File: config.mk
export PLATFORM = sky130hd
export DESIGN_NAME = pbmon_top
export DESIGN_NICKNAME = d
export VERILOG_FILES = /design/src/rtl/pbmon_pkg.sv /design/src/rtl/pbmon_norm.sv /design/src/rtl/pbmon_phase.sv /design/src/rtl/pbmon_beats.sv /design/src/rtl/pbmon_rules.sv /design/src/rtl/pbmon_top.sv
export SDC_FILE = /design/constraint.sdc
export NUM_CORES = 1
export LEC_CHECK = 0
export BUFFER_PORTS_ARGS = -buffer_cell sky130_fd_sc_hd__buf_2
export CELL_PAD_IN_SITES_DETAIL_PLACEMENT = 1
export CELL_PAD_IN_SITES_GLOBAL_PLACEMENT = 2
export CORE_MARGIN = 10
export CORE_UTILIZATION = 34
export DETAILED_ROUTE_END_ITERATION = 12
export PLACE_DENSITY_LB_ADDON = 0.12
export SLEW_MARGIN = 30
export SYNTH_ARGS = -nofsm -noshare
export SYNTH_HDL_FRONTEND = slang
export SYNTH_SLANG_ARGS = --single-unit
export TNS_END_PERCENT = 1
File: constraint.sdc
create_clock -name clk -period 1.9 [get_ports clk]
set_clock_uncertainty 0.2 [all_clocks]
set_input_delay 0.57 -clock clk [delete_from_list [all_inputs] [get_ports clk]]
set_output_delay 0.57 -clock clk [all_outputs]
set_load 0.02 [all_outputs]
File: src/rtl/pbmon_pkg.sv
package pbmon_pkg;
   typedef enum logic [1:0] {
      PH_IDLE = 2'd0,
      PH_ADDR = 2'd1,
      PH_DATA = 2'd2
   } phase_e;

   localparam int NUM_RULES = 5;
   localparam int RULE_INIT = 0;
   localparam int RULE_TGT  = 1;
   localparam int RULE_END  = 2;
   localparam int RULE_REFR = 3;
   localparam int RULE_SPUR = 4;

   typedef struct packed {
      logic start;
      logic i_rdy;
      logic t_rdy;
      logic t_halt;
      logic t_claim;
   } bus_t;
endpackage

File: src/rtl/pbmon_norm.sv
module pbmon_norm
   import pbmon_pkg::*;
#(
   parameter bit ACT_LOW = 1'b1
) (
   input  logic [4:0] raw,
   output bus_t       b
);
   generate
      if (ACT_LOW) begin : g_low
         assign b = bus_t'(~raw);
      end else begin : g_high
         assign b = bus_t'(raw);
      end
   endgenerate
endmodule

File: src/rtl/pbmon_phase.sv
module pbmon_phase
   import pbmon_pkg::*;
(
   input  logic   clk,
   input  logic   rst_n,
   input  logic   start,
   input  logic   i_rdy,
   input  logic   t_rdy,
   input  logic   t_halt,
   output logic   busy,
   output logic   is_addr,
   output logic   is_data,
   output logic   closing,
   output phase_e phase_q
);
   phase_e cls;
   logic   done, busy_nxt;

   always_comb begin
      if (!busy) cls = start ? PH_ADDR : PH_IDLE;
      else       cls = (start | i_rdy) ? PH_DATA : PH_IDLE;
      done     = i_rdy & (t_rdy | t_halt);
      busy_nxt = (cls == PH_ADDR) | ((cls == PH_DATA) & ~(done & ~start));
   end

   assign is_addr = (cls == PH_ADDR);
   assign is_data = (cls == PH_DATA);
   assign closing = busy & ~busy_nxt;

   always_ff @(posedge clk or negedge rst_n) begin
      if (!rst_n) begin
         busy    <= 1'b0;
         phase_q <= PH_IDLE;
      end else begin
         busy    <= busy_nxt;
         phase_q <= cls;
      end
   end
endmodule

File: src/rtl/pbmon_beats.sv
module pbmon_beats #(
   parameter int CNT_W    = 8,
   parameter bit SATURATE = 1'b1
) (
   input  logic             clk,
   input  logic             rst_n,
   input  logic             restart,
   input  logic             beat,
   input  logic             closing,
   output logic [CNT_W-1:0] last_q
);
   localparam logic [CNT_W-1:0] CNT_MAX = {CNT_W{1'b1}};
   localparam logic [CNT_W-1:0] CNT_ONE = {{(CNT_W-1){1'b0}}, 1'b1};

   logic [CNT_W-1:0] cnt_q, cnt_inc, cnt_nxt;

   generate
      if (SATURATE) begin : g_sat
         assign cnt_inc = (cnt_q == CNT_MAX) ? cnt_q : cnt_q + CNT_ONE;
      end else begin : g_wrap
         assign cnt_inc = cnt_q + CNT_ONE;
      end
   endgenerate

   always_comb begin
      if (restart)   cnt_nxt = '0;
      else if (beat) cnt_nxt = cnt_inc;
      else           cnt_nxt = cnt_q;
   end

   always_ff @(posedge clk or negedge rst_n) begin
      if (!rst_n) begin
         cnt_q  <= '0;
         last_q <= '0;
      end else begin
         cnt_q <= cnt_nxt;
         if (closing) last_q <= cnt_nxt;
      end
   end
endmodule

File: src/rtl/pbmon_rules.sv
module pbmon_rules
   import pbmon_pkg::*;
(
   input  logic                 clk,
   input  logic                 rst_n,
   input  bus_t                 b,
   input  logic                 busy,
   input  logic                 is_data,
   output logic [NUM_RULES-1:0] viol
);
   bus_t p;
   logic p_data, done_p, fin_p, tgt_held;

   always_ff @(posedge clk or negedge rst_n) begin
      if (!rst_n) begin
         p      <= '0;
         p_data <= 1'b0;
      end else begin
         p      <= b;
         p_data <= is_data;
      end
   end

   always_comb begin
      done_p   = p.i_rdy & (p.t_rdy | p.t_halt);
      fin_p    = p_data & ~p.start & p.i_rdy & p.t_rdy;
      tgt_held = (b.t_claim == p.t_claim) & (b.t_rdy == p.t_rdy) & (b.t_halt == p.t_halt);
      viol            = '0;
      viol[RULE_INIT] = p_data & p.i_rdy & ~done_p &
                        ((b.i_rdy != p.i_rdy) | (b.start != p.start));
      viol[RULE_TGT]  = p_data & (p.t_rdy | p.t_halt) & ~p.i_rdy & ~tgt_held;
      viol[RULE_END]  = fin_p & b.i_rdy;
      viol[RULE_REFR] = p_data & ~p.start & p.i_rdy & ~done_p & b.start;
      viol[RULE_SPUR] = ~busy & ~b.start & b.i_rdy & ~fin_p;
   end
endmodule

File: src/rtl/pbmon_top.sv
module pbmon_top
   import pbmon_pkg::*;
#(
   parameter bit ACT_LOW  = 1'b1,
   parameter int CNT_W    = 8,
   parameter bit SATURATE = 1'b1
) (
   input  logic                 clk,
   input  logic                 rst_n,
   input  logic                 bus_start,
   input  logic                 bus_irdy,
   input  logic                 bus_trdy,
   input  logic                 bus_halt,
   input  logic                 bus_claim,
   input  logic                 err_clr,
   output logic [1:0]           phase,
   output logic [CNT_W-1:0]     last_beats,
   output logic [NUM_RULES-1:0] err_vec,
   output logic                 err_any
);
   generate
      if (CNT_W < 1 || CNT_W > 32) begin : g_bad_cnt_w
         $error("pbmon_top: CNT_W must lie in 1..32");
      end
   endgenerate

   bus_t                 b;
   phase_e               phase_q;
   logic                 busy, is_addr, is_data, closing;
   logic [NUM_RULES-1:0] viol;
   logic [NUM_RULES-1:0] err_q;

   pbmon_norm #(.ACT_LOW(ACT_LOW)) u_norm (
      .raw ({bus_start, bus_irdy, bus_trdy, bus_halt, bus_claim}),
      .b   (b)
   );

   pbmon_phase u_phase (
      .clk     (clk),
      .rst_n   (rst_n),
      .start   (b.start),
      .i_rdy   (b.i_rdy),
      .t_rdy   (b.t_rdy),
      .t_halt  (b.t_halt),
      .busy    (busy),
      .is_addr (is_addr),
      .is_data (is_data),
      .closing (closing),
      .phase_q (phase_q)
   );

   pbmon_beats #(.CNT_W(CNT_W), .SATURATE(SATURATE)) u_beats (
      .clk     (clk),
      .rst_n   (rst_n),
      .restart (is_addr),
      .beat    (is_data & b.i_rdy & b.t_rdy),
      .closing (closing),
      .last_q  (last_beats)
   );

   pbmon_rules u_rules (
      .clk     (clk),
      .rst_n   (rst_n),
      .b       (b),
      .busy    (busy),
      .is_data (is_data),
      .viol    (viol)
   );

   always_ff @(posedge clk or negedge rst_n) begin
      if (!rst_n) err_q <= '0;
      else        err_q <= (err_clr ? '0 : err_q) | viol;
   end

   assign phase   = phase_q;
   assign err_vec = err_q;
   assign err_any = |err_q;
endmodule

==> key figures <==
Finish
  • Final nets: 164
  • Fillers: around 430
  • Core Util, Final: 0.4378
  • Area Overhead vs Synth: 24.73%
  • Diode count: 0
  • Fraction of layout cells with a size suffix above 1: 0.2710

Power and ir drop
  • Combinational Power Share: 0.131
  • Internal Power: ~1000 uW
  • Peak VDD IR: 0.3296 mV
  • Sw Share: 0.2656
  • Clock Power Share: 0.349
  • Power per cell area: 845.4 nW/um2
  • Reg power frac: 0.520
  • P_sw: 359.9 uW
  • Pleak: 0.0007888 uW
  • Final total power: 1355 uW

Yosys
  • Gate count of the mapped netlist: 120
  • Most common cell in the netlist: dfrtp_1
  • Synth top area cells: dfrtp_1, mux2i_1, o21ai_0, inv_1, nand2_1
  • Yosys top cell area share: 0.5842
  • Fraction of registers with async set/reset: 1.000
  • Top FF cell, synth: dfrtp_1
  • Netlist cell types: 33
  • Synthesized cell area: 1285 um2
  • Yosys top cell by area: dfrtp_1
  • Commonest cells in the netlist: dfrtp_1, inv_1, nand2_1
  • Warnings, synthesis: 0
  • Seq/Total Area, Yosys: 0.5842
  • Syn avg cell area: ~11 um2
  • Syn_nets: between 100 and 150
  • Post-synth EDFFs: 0
  • #FFs+latches synth: 30

Die
  • Die area: 6638 um2
  • Die Ht: 81.48 um
  • Die X: 81.48 um
  • Initial Util: 0.3510
  • Row cnt: 22
  • Core Area: 3661 um2
  • I/O Pins: 24

Setup path
  • Worst EP arrival: between 1 and 1.5 ns
  • CP endpoint kind: primary output
  • Flop-to-flop setup slack: around 0.19 ns
  • Max Fanout on Critical Path: 3
  • Req. time, crit path: 1.13 ns
  • WS Path Type: reg2out
  • Worst Reg-to-Reg Cells: 5
  • CP Launch Point: err_vec[3]
  • Reg-to-reg critical path startpoint: u_beats.cnt_q[0]
  • Crit path capture: err_any
  • Worst r2r dst: u_beats.last_q[4]
  • Worst setup SP type: flop

Timing
  • RSZ-0062 raised after global routing: yes
  • Final worst path period need: 1.867 ns
  • Hold Fails Final Rpt: 2
  • Fmax: roughly 540 MHz
  • Pin slew with the least headroom to its limit: 0.3769 ns
  • Final hold slack: -0.0007162 ns
  • Max Slew Vio Count: 0
  • Setup violators final: 0
  • Relative slew slack: 0.7488
  • Post-route clock period utilization: 0.9825

Detailed routing
  • DRC Markers: 0
  • Antenna Nets Post-Route: 0
  • Detailed-route wire length per cell: around 15 um
  • Via density: 4.862
  • First drt pass iteration count: 4
  • Initial DRC count: 25
  • DR vias: just under 1000
  • Routed WL: 3045 um

Global route
  • Number of global-route vias before repair: 1109
  • GRT Residual Overflow: 0
  • Total track usage: 0.1038
  • First-pass GRT wire length: 5292 um
  • Initial antenna violation count: 0
  • Largest net degree at the start of global routing: 17

Clock network
  • CTS Buf Count: 5
  • Root Buffer: clkbuf_8
  • Max H-tree Level: 2
  • Setup Buffers After CTS: 0
  • Clk pin slew, worst setup/hold paths: 0.06 ns
  • Post-CTS Hold Buffers: 0
  • Clock sinks: 30
  • CTS tree: done
  • Clock Path Buffers: 2
  • Worst-Skew Late Latency: 0.28 ns

Place
  • Post-DP HPWL: 2415 um
  • Global placer's final weighted congestion: 0.7432
  • Port buffer count: 23

Min path
  • Hold Path Class: in2async

Run status
  • Failing checks: negative hold slack
  • Outcome: finished with violations

Job
  • Maxcap violations: 0
==> area by class of cell <==
| type | count | area, um2 | area share |
|---|---|---|---|
| inverters | 13 | 48.80 | 0.03044 |
| clock buffers | 7 | 76.32 | 0.04762 |
| well taps | 48 | 60.06 | 0.03747 |
| multi-input cells | 75 | 486.7 | 0.3037 |
| flip-flops and latches | 30 | 750.7 | 0.4684 |
| repair buffers | 30 | 180.2 | 0.1124 |
==> critical path: stages, from the launching register on <==
cell and delay (ns):
dfrtp_1 0.40, nor3_2 0.17, nand3_1 0.09, buf_2 0.16
==> what timing repair did <==
item	4_1_cts	5_1_grt
hold endpoints to repair	0	0
setup endpoints to repair	1	6
pin swaps	0	1
gates resized for setup	0	2
==> registers in the layout (all words and copies together) (netlist names) <==
signal	flops
u_phase.busy	1
u_rules.p	5
u_phase.phase_q	2
err_vec	5
u_beats.last_q	8
u_rules.p_data	1
u_beats.cnt_q	8
==> worst min-delay path by stage <==
stage	startpoint	endpoint	slack, ns
2_1_floorplan	rst_n	err_vec[0]	0.07
3_3_place_gp	u_beats.last_q[4]	u_beats.last_q[4]	0.26
3_5_place_dp	u_beats.last_q[3]	u_beats.last_q[3]	0.27
4_1_cts	rst_n	u_beats.last_q[0]	0.002
5_1_grt	rst_n	u_beats.last_q[0]	0.01
6_report	rst_n	u_beats.last_q[0]	-0.0007
==> cell usage in the layout, fill, tap and decap left out, types with 3 or more instances in the layout <==
cell       n
buf_2     23
buf_4      6
clkbuf_8   5
dfrtp_1   30
inv_1     13
mux2i_1    6
nand2_1   12
nand3_1    3
nand4_1    3
nor2_1    10
o21ai_0   10
xnor2_1    5
==> cell families after synthesis <==
family | after synthesis | synth area share
XOR/XNOR | 6 | 0.04090
flip-flops | 30 | 0.5842
buffers and inverters | 15 | 0.04479
AND/OR/NAND/NOR | 42 | 0.1811
AO/OA/AOI/OAI | 20 | 0.09251
multiplexers | 6 | 0.04674
adder cells (fa/ha/maj) | 1 | 0.009736
==> through the flow <==
stage	instance area [um2]	hold slack, ns	TNS (ns)	instances	setup WS [ns]
global route	1603	0.01071	-0.05400	203	-0.05400
floorplan	1285	0.07441	0	120	0.2079
CTS	1593	0.002373	-0.005558	203	-0.005558
detailed placement	1516	0.2749	-0.06350	196	-0.03845
global placement	1516	0.2601	-0.01801	196	-0.01801
finish	1603	-0.0007162	0	203	0.03333
==> power groups by stage <==
stage | clock (uW) | sequential, uW | combinational, uW
floorplan | 0 | 735 | 69.2
global placement | 0 | 714 | 176
CTS | 497 | 704 | 183
detailed placement | 0 | 715 | 183
finish | 472 | 705 | 178
global route | 531 | 709 | 200
==> layer usage <==
metal,up-vias,track usage,part of all wire
met1,481,0.1273,0.45
met4,0,0.03633,0.0099
met2,24,0.1548,0.46
met3,4,0.05131,0.073
met5,-,0,0
li1,478,-,-
Power figures use the tool's default switching activity.
